### src/rtl/tmr_irq_pkg.sv
package tmr_irq_pkg;
  localparam int unsigned TMR_N_SRC    = 3;
  localparam int unsigned TMR_VEC_W    = 8;
  localparam int unsigned TMR_VEC_BASE = 8;
  localparam int unsigned TMR_LOST_W   = 4;
endpackage

### src/rtl/tmr_irq_slot.sv
module tmr_irq_slot #(
  parameter int unsigned LOST_W = 4
) (
  input  logic              clk_i,
  input  logic              rst_ni,
  input  logic              hit_i,
  input  logic              clr_i,
  output logic              pend_o,
  output logic [LOST_W-1:0] lost_o
);
  localparam logic [LOST_W-1:0] LOST_MAX = '1;

  logic pend_q;
  logic [LOST_W-1:0] lost_q;
  logic merge;

  // event on an already pending latch that is not being serviced now
  assign merge = hit_i & pend_q & ~clr_i;

  always_ff @(posedge clk_i or negedge rst_ni) begin
    if (!rst_ni) begin
      pend_q <= 1'b0;
      lost_q <= '0;
    end else begin
      pend_q <= hit_i | (pend_q & ~clr_i);
      if (merge && lost_q != LOST_MAX) lost_q <= lost_q + 1'b1;
    end
  end

  assign pend_o = pend_q;
  assign lost_o = lost_q;
endmodule

### src/rtl/tmr_irq_arb.sv
module tmr_irq_arb #(
  parameter int unsigned N_SRC    = 3,
  parameter int unsigned VEC_W    = 8,
  parameter int unsigned VEC_BASE = 8
) (
  input  logic [N_SRC-1:0] pend_i,
  input  logic             ack_i,
  output logic [N_SRC-1:0] clr_o,
  output logic [VEC_W-1:0] vec_o,
  output logic             any_o
);
  localparam int unsigned IDX_W = (N_SRC > 1) ? $clog2(N_SRC) : 1;

  logic [IDX_W-1:0] win;
  logic [N_SRC-1:0] gnt;

  // lowest index wins: scan from the top so index 0 is assigned last
  always_comb begin
    win = '0;
    for (int i = N_SRC - 1; i >= 0; i--) begin
      if (pend_i[i]) win = IDX_W'(i);
    end
  end

  assign any_o = |pend_i;

  always_comb begin
    gnt = '0;
    if (any_o) gnt[win] = 1'b1;
  end

  assign clr_o = ack_i ? gnt : '0;
  assign vec_o = any_o ? VEC_W'(VEC_BASE + int'(win)) : '0;
endmodule

### src/rtl/tmr_irq_latch.sv
module tmr_irq_latch
  import tmr_irq_pkg::*;
#(
  parameter int unsigned N_SRC    = TMR_N_SRC,
  parameter int unsigned VEC_W    = TMR_VEC_W,
  parameter int unsigned VEC_BASE = TMR_VEC_BASE,
  parameter int unsigned LOST_W   = TMR_LOST_W
) (
  input  logic                    clk_i,
  input  logic                    rst_ni,
  input  logic [N_SRC-1:0]        tc_i,
  input  logic [N_SRC-1:0]        ie_i,
  input  logic                    ack_i,
  output logic                    irq_o,
  output logic [VEC_W-1:0]        vec_o,
  output logic [N_SRC*LOST_W-1:0] lost_o
);
  logic [N_SRC-1:0] pend;
  logic [N_SRC-1:0] clr;
  logic [N_SRC-1:0] hit;

  // enable gates the event only, never the stored latch
  assign hit = tc_i & ie_i;

  for (genvar g = 0; g < N_SRC; g++) begin : g_slot
    tmr_irq_slot #(.LOST_W(LOST_W)) u_slot (
      .clk_i  (clk_i),
      .rst_ni (rst_ni),
      .hit_i  (hit[g]),
      .clr_i  (clr[g]),
      .pend_o (pend[g]),
      .lost_o (lost_o[g*LOST_W +: LOST_W])
    );
  end

  tmr_irq_arb #(.N_SRC(N_SRC), .VEC_W(VEC_W), .VEC_BASE(VEC_BASE)) u_arb (
    .pend_i (pend),
    .ack_i  (ack_i),
    .clr_o  (clr),
    .vec_o  (vec_o),
    .any_o  (irq_o)
  );
endmodule

### config.mk
export PLATFORM = sky130hd
export DESIGN_NAME = tmr_irq_latch
export DESIGN_NICKNAME = d
export VERILOG_FILES = /design/src/rtl/tmr_irq_pkg.sv /design/src/rtl/tmr_irq_slot.sv /design/src/rtl/tmr_irq_arb.sv /design/src/rtl/tmr_irq_latch.sv
export SDC_FILE = /design/constraint.sdc
export NUM_CORES = 1
export LEC_CHECK = 0
export BUFFER_PORTS_ARGS = -buffer_cell sky130_fd_sc_hd__buf_2
export CORE_MARGIN = 2
export CORE_UTILIZATION = 44
export CTS_CLUSTER_DIAMETER = 60
export DETAILED_ROUTE_END_ITERATION = 10
export MAX_ROUTING_LAYER = met4
export PLACE_DENSITY = 0.73
export SYNTH_ARGS = -nofsm -noshare
export SYNTH_HDL_FRONTEND = slang
export SYNTH_SLANG_ARGS = --single-unit
### constraint.sdc
create_clock -name clk_i -period 1.5 [get_ports clk_i]
set_input_delay 0.075 -clock clk_i [delete_from_list [all_inputs] [get_ports clk_i]]
set_output_delay 0.075 -clock clk_i [all_outputs]
set_load 0.05 [all_outputs]
==> flow_summary.yaml <==
outcome:
  status: "finished clean"
sta:
  tightest_hold_margin_ns: 0.0759
  fin_worst_skew_ns: 0.00121
  min_period_ns: 1.46
  setup_viol: 0
  slew_viol_final: 0
  finalHoldViolations: 0
  worst_slack_ns: 0.0354
  setup_repair_after_global_routing_missed_its_margin: "no"
  fmax_ghz: 0.683
  post-route-period-util_pct: 97.6
  fin_setup_tns_ns: 0
logic_synthesis:
  synthesis.area_per_instance_sq_um: 11.5
  mappedNetlistArea_sq_um: 779
  post_synth_inst_count: 68
  yosysWarnings: 0
  synth_seq_area_share_pct: 48.2
  synth.ff_latch_count: 15
  ys.flop_type: "dfrtp_1"
  number_of_enable_type_register_cells_in_the_synthesized_netlist: 0
  synth.distinct_cells: 27
  async_reset_ff_share_pct: 100
place:
  detailedPlace.worstSlack_ns: 0.123
  io_buffer_count: 24
  place_congestion: 0.736
  hpwl_um: 990
  area_after_detailed_placement_sq_um: 911
worst_hold_path:
  hold_path.class: "in2reg"
  hp-start: "ie_i[0]"
job:
  max-cap-violations: 0
route:
  post_drt_via_cell_ratio: 4.95
  route.final.wire_length_mm: 1.30
  antenna_left: 0
  avgRoutedWirePerCell_um: 11.4
  drt_iter0_drc: 5
  drtPass1Iterations: 3
  drt_drc_violations_left: 0
  dr_total_vias: 564
clocking:
  cts_made_buffers: 3
  ctsLongestPathBuffers: 2
  cts_tree: "yes"
  cts-root-buf: "clkbuf_4"
  clkLatencyLatePin_ns: 0.27
  numClockSinks: 15
  clk_transition_reported_paths_ns: 0.08
  ctsHtreeMaxLevel: 1
final_layout:
  drive_above_1_share_pct: 49.5
  finish.instance_area_sq_um: 978
  synthToLayoutAreaGrowth_pct: 25.5
  nets_final: 110
  antenna_cells: 0
global_routing:
  grt_pass1_vias: 504
  remaining_global_route_overflow: 0
  antenna_found_initial: 0
  global_route_wire_length_before_repair_mm: 2.10
  grt_usage_pct: 14.4
  grt_start_max_net_pins: 16
setup_path:
  cp_slowest_stage_delay_ns: 0.40
  critical_path_required_ns: 1.66
  reg2reg_from: "g_slot[1].u_slot.pend_o$_DFF_PN0_"
  critical_path_s_slowest_cell: "or3b_4"
  setup.worst_path.end_class: "flop"
  timing_worst_setup_path_type: "reg2reg"
  critPathMaxFanout: 4
  critical_path_arrival_ns: 1.62
  cp-start-kind: "flop"
  worstPathCellList: "buf_4 > or3b_4 > nand4_4 > mux2_4"
  crit_start: "g_slot[1].u_slot.pend_o$_DFF_PN0_"
floorplanning:
  top_level_ports: 30
  initial_standard_cell_utilization_of_the_core_pct: 46.1
  chipWidth_um: 46.1
  core_sq_um: 1690
  fp-row-count: 15
  die_area_sq_um: 2120
  die_y_um: 46.1
power:
  power.density_nw_per_um2: 2130
  vdd_ir_drop_max_uv: 1420
  design_power_total_uw: 2080
  power.static_leakage_uw: 0.000482
==> state kept, by name (all words and copies together), names as in the netlist <==
signal and cells:
g_slot.u_slot.lost_o 12, g_slot.u_slot.pend_o 3
==> metrics by stage <==
step	std cells	utilization (%)
global placement	108	53.9
floorplan	72	-
global route	114	57.9
CTS	113	57.5
detailed placement	108	53.9
finish	114	57.9
==> cell usage after synthesis (2+ instances only) <==
| cell type | n | share of area, % |
|---|---|---|
| inv_1 | 2 | 0.96 |
| dfrtp_1 | 15 | 48 |
| nand2b_1 | 2 | 1.6 |
| xor2_1 | 4 | 4.5 |
| xnor2_1 | 3 | 3.4 |
| a21o_2 | 2 | 2.2 |
| mux2_2 | 3 | 4.3 |
| nor2_1 | 4 | 1.9 |
| buf_4 | 6 | 5.8 |
| nand3_1 | 5 | 3.2 |
| nand4_1 | 2 | 1.6 |
| nand2_1 | 3 | 1.4 |
| ha_1 | 3 | 4.8 |
==> layout by cell type, fill, tap and decap left out <==
cell,n
a21o_2,2
a21oi_1,1
a31oi_1,1
and2_0,1
and2_1,1
and2b_2,1
buf_2,22
buf_4,2
buf_8,2
clkbuf_1,1
clkbuf_4,3
conb_1,5
dfrtp_1,9
dfrtp_2,6
dlygate4sd3_1,1
ha_1,3
inv_1,2
mux2_2,3
mux2_4,1
nand2_1,3
nand2b_1,2
nand2b_2,1
nand3_1,5
nand4_1,2
nand4_4,1
nor2_1,4
nor2_4,1
nor2b_1,1
nor3b_2,1
or3_4,1
or3b_4,1
xnor2_1,3
xor2_1,4
==> where the power goes <==
part / internal, uW / leakage, uW / switching [uW] / total (uW)
Clock: 103 / 0.0000150 / 115 / 218
Combinational: 323 / 0.000290 / 789 / 1110
Sequential: 576 / 0.000177 / 175 / 751
==> routing by layer <==
metal	part of all wire (%)	track usage [%]
met3	3.7	3.53
met1	43	17.2
met2	51	22.8
met5	0	-
met4	1.3	6.86
==> layout make-up <==
cell class / instances / area (sq um)
timing repair buffer: 27 / 165
clock buffer: 4 / 26.3
sequential: 15 / 383
inverter: 2 / 7.51
fill: 157 / 711
multi-input combinational: 49 / 375
tap: 17 / 21.3
==> cells by family (layout without fill, tap and decap cells) <==
group	Yosys count	count (layout)	share of synthesized area, %
and+or+nand+nor	26	26	22.0
DFF	15	15	48.2
buffers and inverters	8	33	6.74
xor gates and xnor gates	7	7	7.87
AOI/OAI and AO/OA	4	4	3.69
muxes	4	4	6.26
adders and majority gates	3	3	4.82
other	1	5	0.481
==> what timing repair did <==
| item | CTS | global route |
|---|---|---|
| hold buffers | 1 | 0 |
| endpoints found under the setup margin | 2 | 2 |
| buffers inserted | 0 | 1 |
| gates resized for setup | 7 | 0 |
| cloned | 0 | 0 |
| endpoints found under the hold margin | 15 | 0 |
| pin swaps | 0 | 1 |
==> final timing paths <==
kind | endpoint | slack [ns] | cells after the start
max | g_slot[2].u_slot.lost_o[1]$_DFFE_PN0P_ | 0.04 | 4
min | g_slot[0].u_slot.pend_o$_DFF_PN0_ | 0.08 | 3
max reg2reg | g_slot[2].u_slot.lost_o[1]$_DFFE_PN0P_ | 0.04 | 4
min reg2reg | g_slot[2].u_slot.lost_o[3]$_DFFE_PN0P_ | 0.49 | 1
max in group asynchronous | g_slot[1].u_slot.lost_o[0]$_DFFE_PN0P_ | 1.00 | 2
min in group asynchronous | g_slot[1].u_slot.lost_o[3]$_DFFE_PN0P_ | 0.23 | 2
==> worst max-delay path: cells and delay by family (launching register included) <==
kind,cells,cell delay [ns]
buffers and inverters,1,0.14
AND/OR/NAND/NOR,2,0.52
flip-flops,1,0.39
multiplexers,1,0.30
Power figures use the tool's default switching activity.
